<file path="src/rtl/pwm_tmr_pkg.sv">
package pwm_tmr_pkg;
    localparam int NCH       = 4;
    localparam int CNT_W     = 31;
    localparam int CMP_W     = 16;
    localparam int SCALE_W   = 4;
    localparam int DATA_W    = 32;
    localparam int ADDR_W    = 8;
    localparam int CMP_STEP  = 4;

    localparam logic [ADDR_W-1:0] OFF_CFG    = 8'h00;
    localparam logic [ADDR_W-1:0] OFF_CNT    = 8'h08;
    localparam logic [ADDR_W-1:0] OFF_SCALED = 8'h10;
    localparam logic [ADDR_W-1:0] OFF_CMP0   = 8'h20;

    // configuration word bit positions
    localparam int B_STICKY  = 8;
    localparam int B_ZERO    = 9;
    localparam int B_DEGL    = 10;
    localparam int B_ALWAYS  = 12;
    localparam int B_ONESHOT = 13;
    localparam int B_CENTER  = 16;
    localparam int B_GANG    = 24;
    localparam int B_PEND    = 28;

    typedef struct packed {
        logic [NCH-1:0]     pend;
        logic [NCH-1:0]     gang;
        logic [NCH-1:0]     center;
        logic               oneshot;
        logic               run_always;
        logic               deglitch;
        logic               zero_on_ch0;
        logic               sticky;
        logic [SCALE_W-1:0] scale;
    } cfg_t;

    function automatic logic [DATA_W-1:0] cfg_to_word(cfg_t c);
        logic [DATA_W-1:0] w;
        w = '0;
        w[SCALE_W-1:0]          = c.scale;
        w[B_STICKY]             = c.sticky;
        w[B_ZERO]               = c.zero_on_ch0;
        w[B_DEGL]               = c.deglitch;
        w[B_ALWAYS]             = c.run_always;
        w[B_ONESHOT]            = c.oneshot;
        w[B_CENTER +: NCH]      = c.center;
        w[B_GANG +: NCH]        = c.gang;
        w[B_PEND +: NCH]        = c.pend;
        return w;
    endfunction

    function automatic cfg_t word_to_cfg(logic [DATA_W-1:0] w);
        cfg_t c;
        c.scale       = w[SCALE_W-1:0];
        c.sticky      = w[B_STICKY];
        c.zero_on_ch0 = w[B_ZERO];
        c.deglitch    = w[B_DEGL];
        c.run_always  = w[B_ALWAYS];
        c.oneshot     = w[B_ONESHOT];
        c.center      = w[B_CENTER +: NCH];
        c.gang        = w[B_GANG +: NCH];
        c.pend        = w[B_PEND +: NCH];
        return c;
    endfunction

    function automatic logic [CMP_W-1:0] window_of(logic [CNT_W-1:0] cnt,
                                                  logic [SCALE_W-1:0] sc);
        logic [CNT_W-1:0] sh;
        sh = cnt >> sc;
        return sh[CMP_W-1:0];
    endfunction

    function automatic logic [CNT_W-1:0] window_to_count(logic [CMP_W-1:0] v,
                                                        logic [SCALE_W-1:0] sc);
        logic [CNT_W-1:0] wide;
        wide = {{(CNT_W-CMP_W){1'b0}}, v};
        return wide << sc;
    endfunction
endpackage

</file>
<file path="src/rtl/tmr_cfg_reg.sv">
module tmr_cfg_reg
    import pwm_tmr_pkg::*;
(
    input  logic              clk,
    input  logic              rst,
    input  logic              wr_en,
    input  logic [DATA_W-1:0] wdata,
    input  logic              stop_oneshot,
    output cfg_t              cfg
);
    cfg_t cfg_q;

    always_ff @(posedge clk) begin
        if (rst) begin
            cfg_q <= '0;
        end else if (wr_en) begin
            cfg_q      <= word_to_cfg(wdata);
            cfg_q.pend <= '0;
        end else if (stop_oneshot) begin
            cfg_q.oneshot <= 1'b0;
        end
    end

    assign cfg = cfg_q;
endmodule

</file>
<file path="src/rtl/tmr_counter.sv">
module tmr_counter
    import pwm_tmr_pkg::*;
(
    input  logic             clk,
    input  logic             rst,
    input  logic             run,
    input  logic             load,
    input  logic [CNT_W-1:0] load_val,
    input  logic             zero_evt,
    output logic [CNT_W-1:0] cnt,
    output logic             carry
);
    logic [CNT_W-1:0] cnt_q;

    // carry out of the top only counts when the increment really happens
    assign carry = run && (&cnt_q) && !load && !zero_evt;

    always_ff @(posedge clk) begin
        if (rst) begin
            cnt_q <= '0;
        end else if (load) begin
            cnt_q <= load_val;
        end else if (zero_evt) begin
            cnt_q <= '0;
        end else if (run) begin
            cnt_q <= cnt_q + CNT_W'(1);
        end
    end

    assign cnt = cnt_q;
endmodule

</file>
<file path="src/rtl/tmr_cmp_chan.sv">
module tmr_cmp_chan
    import pwm_tmr_pkg::*;
(
    input  logic             clk,
    input  logic             rst,
    input  logic             cmp_wr,
    input  logic [CMP_W-1:0] cmp_wdata,
    input  logic             cfg_wr,
    input  logic             pend_wdata,
    input  logic [CMP_W-1:0] window,
    output logic [CMP_W-1:0] cmp_val,
    output logic             match,
    output logic             pend
);
    logic [CMP_W-1:0] cmp_q;
    logic             pend_q;

    assign match = (window >= cmp_q);

    always_ff @(posedge clk) begin
        if (rst) begin
            cmp_q  <= '0;
            pend_q <= 1'b0;
        end else begin
            if (cmp_wr) cmp_q <= cmp_wdata;
            pend_q <= (cfg_wr ? pend_wdata : pend_q) | match;
        end
    end

    assign cmp_val = cmp_q;
    assign pend    = pend_q;
endmodule

</file>
<file path="src/rtl/pwm_scaled_timer.sv">
module pwm_scaled_timer
    import pwm_tmr_pkg::*;
(
    input  logic              clk,
    input  logic              rst,
    input  logic              bus_valid,
    input  logic              bus_write,
    input  logic [ADDR_W-1:0] bus_addr,
    input  logic [DATA_W-1:0] bus_wdata,
    output logic [DATA_W-1:0] bus_rdata,
    output logic [NCH-1:0]    irq
);
    logic wr_cfg, wr_cnt, wr_win, rd_en;
    logic [NCH-1:0] wr_cmp;

    assign rd_en  = bus_valid && !bus_write;
    assign wr_cfg = bus_valid && bus_write && (bus_addr == OFF_CFG);
    assign wr_cnt = bus_valid && bus_write && (bus_addr == OFF_CNT);
    assign wr_win = bus_valid && bus_write && (bus_addr == OFF_SCALED);

    cfg_t cfg;
    logic [CNT_W-1:0] cnt;
    logic [CMP_W-1:0] window;
    logic [NCH-1:0] match, pend;
    logic [NCH-1:0][CMP_W-1:0] cmp_val;
    logic run, carry, zero_evt, load;
    logic [CNT_W-1:0] load_val;

    assign run      = cfg.run_always || cfg.oneshot;
    assign window   = window_of(cnt, cfg.scale);
    assign zero_evt = cfg.zero_on_ch0 && match[0];
    assign load     = wr_cnt || wr_win;
    assign load_val = wr_cnt ? bus_wdata[CNT_W-1:0]
                             : window_to_count(bus_wdata[CMP_W-1:0], cfg.scale);

    tmr_cfg_reg u_cfg (
        .clk          (clk),
        .rst          (rst),
        .wr_en        (wr_cfg),
        .wdata        (bus_wdata),
        .stop_oneshot (zero_evt || carry),
        .cfg          (cfg)
    );

    tmr_counter u_cnt (
        .clk      (clk),
        .rst      (rst),
        .run      (run),
        .load     (load),
        .load_val (load_val),
        .zero_evt (zero_evt),
        .cnt      (cnt),
        .carry    (carry)
    );

    for (genvar g = 0; g < NCH; g++) begin : g_chan
        assign wr_cmp[g] = bus_valid && bus_write &&
                           (bus_addr == OFF_CMP0 + ADDR_W'(CMP_STEP * g));
        tmr_cmp_chan u_chan (
            .clk        (clk),
            .rst        (rst),
            .cmp_wr     (wr_cmp[g]),
            .cmp_wdata  (bus_wdata[CMP_W-1:0]),
            .cfg_wr     (wr_cfg),
            .pend_wdata (bus_wdata[B_PEND + g]),
            .window     (window),
            .cmp_val    (cmp_val[g]),
            .match      (match[g]),
            .pend       (pend[g])
        );
    end

    assign irq = pend;

    // read mux; unmapped offsets give zero
    logic [DATA_W-1:0] rd_mux, rdata_q;
    cfg_t cfg_view;

    always_comb begin
        cfg_view      = cfg;
        cfg_view.pend = pend;
        rd_mux        = '0;
        if (bus_addr == OFF_CFG)    rd_mux = cfg_to_word(cfg_view);
        if (bus_addr == OFF_CNT)    rd_mux = {{(DATA_W-CNT_W){1'b0}}, cnt};
        if (bus_addr == OFF_SCALED) rd_mux = {{(DATA_W-CMP_W){1'b0}}, window};
        for (int i = 0; i < NCH; i++) begin
            if (bus_addr == OFF_CMP0 + ADDR_W'(CMP_STEP * i))
                rd_mux = {{(DATA_W-CMP_W){1'b0}}, cmp_val[i]};
        end
    end

    always_ff @(posedge clk) begin
        if (rst)        rdata_q <= '0;
        else if (rd_en) rdata_q <= rd_mux;
    end

    assign bus_rdata = rdata_q;
endmodule

</file>
<file path="config.mk">
export PLATFORM = sky130hd
export DESIGN_NAME = pwm_scaled_timer
export DESIGN_NICKNAME = d
export VERILOG_FILES = /design/src/rtl/pwm_tmr_pkg.sv /design/src/rtl/tmr_cfg_reg.sv /design/src/rtl/tmr_counter.sv /design/src/rtl/tmr_cmp_chan.sv /design/src/rtl/pwm_scaled_timer.sv
export SDC_FILE = /design/constraint.sdc
export NUM_CORES = 1
export LEC_CHECK = 0
export ABC_AREA = 1
export ABC_CLOCK_PERIOD_IN_PS = 3300
export BUFFER_PORTS_ARGS = -buffer_cell sky130_fd_sc_hd__clkbuf_2
export CAP_MARGIN = 20
export CORE_MARGIN = 2
export CORE_UTILIZATION = 33
export CTS_BUF_LIST = sky130_fd_sc_hd__clkbuf_4
export CTS_CLUSTER_SIZE = 28
export DETAILED_ROUTE_END_ITERATION = 10
export HOLD_SLACK_MARGIN = 0.03
export PLACE_DENSITY_LB_ADDON = 0.3
export SKIP_LAST_GASP = 1
export SLEW_MARGIN = 20
export SYNTH_ARGS = -nofsm -noshare
export SYNTH_HDL_FRONTEND = slang
export SYNTH_SLANG_ARGS = --single-unit
</file>
<file path="constraint.sdc">
create_clock -name clk -period 3.3 [get_ports clk]
set_input_delay 0 -clock clk [delete_from_list [all_inputs] [get_ports clk]]
set_output_delay 0 -clock clk [all_outputs]
set_load 0.01 [all_outputs]
</file>
Word-level counts from Yosys, hierarchy flattened
Cells that the tools add are included.

Add/sub/neg operators: 1. Eq/ne operators: 6. Magnitude comparators: 4. Reductions and logical operators: 23. Muxes and demuxes: 17. Bitwise operators: 4. Shifts and indexed selects: 2.

Operators with widths (number): 2-to-1 mux 32 bit (7); 2-to-1 mux 31 bit (4); greater-or-equal comparator 16 bit (4); equality test 8 x 6 -> 1 bit (second input constant) (4); adder 31 x 1 -> 31 bit (second input constant) (1); AND reduction 31 bit (1); left shift 16 x 4 -> 31 bit (1); right shift 31 x 4 -> 16 bit (1); logical AND 1 bit (13); equality test 8 x 4 -> 1 bit (second input constant) (1); equality test 8 x 5 -> 1 bit (second input constant) (1); zero test 8 bit (1); 2-to-1 mux 1 bit (6); bitwise OR 1 bit (4); zero test 1 bit (3); logical OR 1 bit (3); nonzero test 3 bit (1); nonzero test 2 bit (1).

Input port bits: 44. Flip-flop bits (word level): 148. Word-level logic and storage cells: 75. Output and inout port bits: 36.

Longest topological paths before layout
Word-level depth: 9. Depth in mapped cells: 23. Depth with buffers taken out: 19.

Hierarchy
A second synthesis with hierarchy kept.

Cells, all modules: 1826. Area total of the unflattened synthesis: 11703.7 um^2.

Modules (own cells, without submodules): pwm_scaled_timer (cells each 849, seq. area each 640.6 um^2, times used 1, area each 4677.0 um^2); tmr_cmp_chan (cells each 129, seq. area each 340.3 um^2, times used 4, area each 1006.0 um^2); tmr_counter (cells each 379, seq. area each 620.6 um^2, times used 1, area each 2341.0 um^2); tmr_cfg_reg (cells each 82, seq. area each 340.3 um^2, times used 1, area each 661.9 um^2).

Least setup slack after synthesis
No wires, ideal clock.

Path type: register -> register. Start: reg u_cfg.cfg_q (netlist bit u_cfg.cfg[1]). End: reg u_cnt.cnt_q[0], in the netlist u_cnt.cnt[0]. Data required time: 3.183 ns. Path buffers: 4. Setup time: 0.117 ns. Period minus slack after synthesis: 2.766 ns. Cell stages (with the launch flop): 21. Setup slack: 0.534 ns. Arrival time: 2.649 ns. Cells stage by stage: dfxtp_1 -> buf_2 -> buf_1 -> nand3_1 -> nand3_1 -> nand3_1 -> and2_1 -> ha_1 -> nand2_1 -> inv_1 -> nand3_1 -> nor3_2 -> nand3_1 -> nand3_1 -> nand2_1 -> nand2_2 -> buf_6 -> buf_6 -> nand2_1 -> a21oi_1 -> nor2_1.

Longest elaborated chain between the ends: 5. Elaborated cells on any way between the ends: 8. Those cells by class: 1 x order compare; 2 x shift; 3 x mux; 2 x reduce/logical.

Ends and longest elaborated chain: start, declared (RTL line tmr_cfg_reg.sv:11) `cfg_t cfg_q;`; start signal, assigned (RTL line tmr_cfg_reg.sv:17) `cfg_q <= word_to_cfg(wdata);`; right shift 31 x 4 -> 16 bit (RTL line pwm_tmr_pkg.sv:69) `sh = cnt >> sc;`; greater-or-equal comparator 16 bit (RTL line tmr_cmp_chan.sv:18) `assign match = (window >= cmp_q);`; logical AND 1 bit (RTL line pwm_scaled_timer.sv:31) `assign zero_evt = cfg.zero_on_ch0 && match[0];`; 2-to-1 mux 31 bit (RTL line tmr_counter.sv:23) `end else if (zero_evt) begin`; 2-to-1 mux 31 bit (RTL line tmr_counter.sv:21) `end else if (load) begin`; end signal, assigned (RTL line tmr_counter.sv:22) `cnt_q <= load_val;`; end signal, assigned (RTL line tmr_counter.sv:26) `cnt_q <= cnt_q + CNT_W'(1);`; end, declared (RTL line tmr_counter.sv:13) `logic [CNT_W-1:0] cnt_q;`.

Parallel ways exist; a longest one is shown, timed or not. A chain may end at the register's enable or synchronous reset.

Worst setup path in the final report
Start: reg u_cfg.cfg_q (netlist bit u_cfg.cfg[0]). End: reg u_cnt.cnt_q[4], in the netlist u_cnt.cnt[4].

The elaborated chain is that of the path after synthesis.

==> results.tsv <==
metric	value	unit
Tmin final	3.12	ns
vias per inst	5.29	
Yosys top cell area share	26.7	%
largest net degree at the start of global routing	59	
global route total overflow	0	
worst-skew pair later-pin latency	0.61	ns
Final ANT Viol Nets	0	
Layout Cells excl Fill	2358	
Req. time, crit path	3.80	ns
utilization after layout	38.5	%
Clock transition at path regs	0.15	ns
Buffers on Ports	79	
Remaining DRCs	0	
FF-to-FF path depth	21	
Seq/Total Area, Yosys	26.7	%
area grow syn2layout	15.6	%
Post-Syn Instances	1804	
CP arrival	3.62	ns
post-synthesis instance area	11100	um^2
deepest clock path buffer count	2	
H-tree depth	4	
XOR/XNOR Fraction of Synth Area	1.34	%
Post-DP Area	12100	um^2
io pins	80	
mux share of post-synthesis cell area	0	%
Hold Crit Depth	7	
DP Cell Count	2282	
first-pass GRT wire length	66.8	mm
clock sinks	148	
layout cells sized above 1	11.9	%
Num CTS Buffers	17	
crit end category	register	
Synth Area in Simple Gates	33.9	%
hold crit path type	input pin to register	
setup_tns	0	ns
DP Wirelength	32.5	mm
DRT Pass-1 Iters	6	
Iter 0 DRT Violations	1317	
pre-CTS setup slack	0.0917	ns
post-synth cell types	43	
synth top area cells	dfxtp_1 27%, nand2_1 15%, nand3_1 10%	
Critical Path, Cell by Cell	inv_1, buf_12, nand2_1, nand3_1, nand3_1, nand3_1, nand2_1, inv_1, ha_1, nand2_1, nor2_1, nand2_1, nand2_1, nand2_1, nand3_2, nand2_2, buf_12, nand2_8, clkinvlp_4, a21oi_2, nor2_1	
adder-cell share of the synthesized area	7.33	%
syn_area_per_cell	6.15	um^2
post-route design area	12800	um^2
wire length per cell	18.0	um
Worst Hold Slack	0.134	ns
Die H	187	um
total routed wirelength	42.5	mm
die area	35100	um^2
path type of the worst setup path	register to register	
Rel. slew slack	35.2	%
Final period util	94.7	%
PnR worst setup slack	0.176	ns
Design Power	3.38	mW
initial antenna violation count	1	
number of global-route vias before repair	12000	
largest family of logic cells by synthesized area	simple AND/OR/NAND/NOR gates	
crit-path max cell delay	0.38	ns
Starting Density	33.3	%
via count	12500	
gr usage total	24.1	%
CP max FO	33	
Synth area leader	dfxtp_1	
Synthesis Warnings	0	
clock skew	0.0396	ns
slew at the pin closest to its max-slew limit	0.972	ns
root cell of the clock tree	clkbuf_4	
fin. max-slew vios	0	
Synth Area in Compound Gates	19.6	%
die extent in x	187	um
Final Hold Fails	0	
Leakage	5.39	nW
Post-Syn Nets	1913	
flops & latches, synth	148	
highest clock rate	320	MHz
PwrDens	263	nW/um^2
Setup crit start kind	register	
Slowest cell on crit path	dfxtp_2	
CTS tree	built	
fin nets	2004	
Final setup viols	0	
Max-Cap Viols	0	
GPL Wtd Cong	0.977	
most frequent cell on the critical path	nand2_1	
outcome	finished, final reports clean	
VDD IR max	0.000208	V
Core ar.	33400	um^2
Rows	67	
Filler cells	3701	
synth_stat cells, drive strengths merged:
cell type and n:
nand4 14, xnor2 4, clkinv 1, nor2 145, nand2 434, nor3 25, and2 11, o31ai 1
or2 2, o211ai 10, buf 61, a221oi 1, ha 65, o21ai 205, a21boi 1, o21a 4
a22o 3, a41oi 1, dfxtp 148, a22oi 7, nand3b 2, a21oi 182, nand3 232, xor2 13
clkbuf 53, inv 175, o221ai 2, nor4 2
power breakdown:
group          switching [mW]  internal [mW]
combinational           0.223          0.121
clock                   0.840          0.393
sequential            0.00801           1.80
total                    1.07           2.31
placed cells by master (no fill, tap or decap), types with 13 or more instances in the layout:
cell	netlist	layout
buf_4	10	60
o21ai_0	197	197
nand3_1	230	227
xor2_1	13	13
ha_1	65	65
nand2_1	430	429
a21oi_1	182	176
nor2_1	131	130
nand4_1	14	14
dlygate4sd3_1	0	39
clkbuf_4	0	17
clkbuf_2	4	79
dfxtp_1	148	146
nor3_1	23	23
inv_1	168	165
path summary, 6_finish.rpt:
check	from	endpoint	slack (ns)
setup / recovery	u_cfg.cfg[0]	u_cnt.cnt[4]	0.18
hold reg to reg	bus_rdata[8]	bus_rdata[8]	0.47
setup reg to reg	u_cfg.cfg[0]	u_cnt.cnt[4]	0.18
hold / removal	bus_addr[6]	bus_rdata[23]	0.13
timing repair:
action | in CTS | in global routing
buffers inserted | 0 | 3
hold buffers | 39 | 0
endpoints found under the setup margin | 0 | 31
endpoints found under the hold margin | 133 | 0
gates resized for setup | 0 | 18
final cells by class:
cell class / instances / area (um^2) / share of cell area [%]
Multi-Input combinational cell: 1366 / 6970 / 54.3
Sequential cell: 148 / 2970 / 23.1
Timing Repair Buffer: 186 / 1390 / 10.8
Inverter: 176 / 667 / 5.20
Tap cell: 448 / 561 / 4.37
Clock inverter: 15 / 146 / 1.14
Clock buffer: 17 / 128 / 0.995
Antenna cell: 2 / 5.00 / 0.0390
sequential cells by signal (all words and copies together), names as in the netlist:
| register | flops |
|---|---|
| g_chan.u_chan.cmp_val | 64 |
| bus_rdata | 32 |
| u_cnt.cnt | 31 |
| u_cfg.cfg | 17 |
| g_chan.u_chan.pend | 4 |
per-layer routing:
layer	part of all wire (%)	global-route usage [%]	routed length [um]
met3	7.0	3.06	2990
met2	45	39.5	19300
met5	0	0	0
met1	45	33.0	19100
met4	2.5	7.75	1050
cell families after synthesis:
group / count (synthesis)
AO/OA/AOI/OAI: 417
XOR/XNOR: 17
adder cells (fa/ha/maj): 65
buffers and inverters: 290
flip-flops: 148
AND/OR/NAND/NOR: 867
worst max-delay path, delay by kind of cell (launching register included):
family,cells,cell delay [ns]
compound gates,1,0.18
fa+ha+maj,1,0.32
buf+inv,5,0.69
flops,1,0.38
simple gates,14,1.46
(Power assumes the default switching activity.)
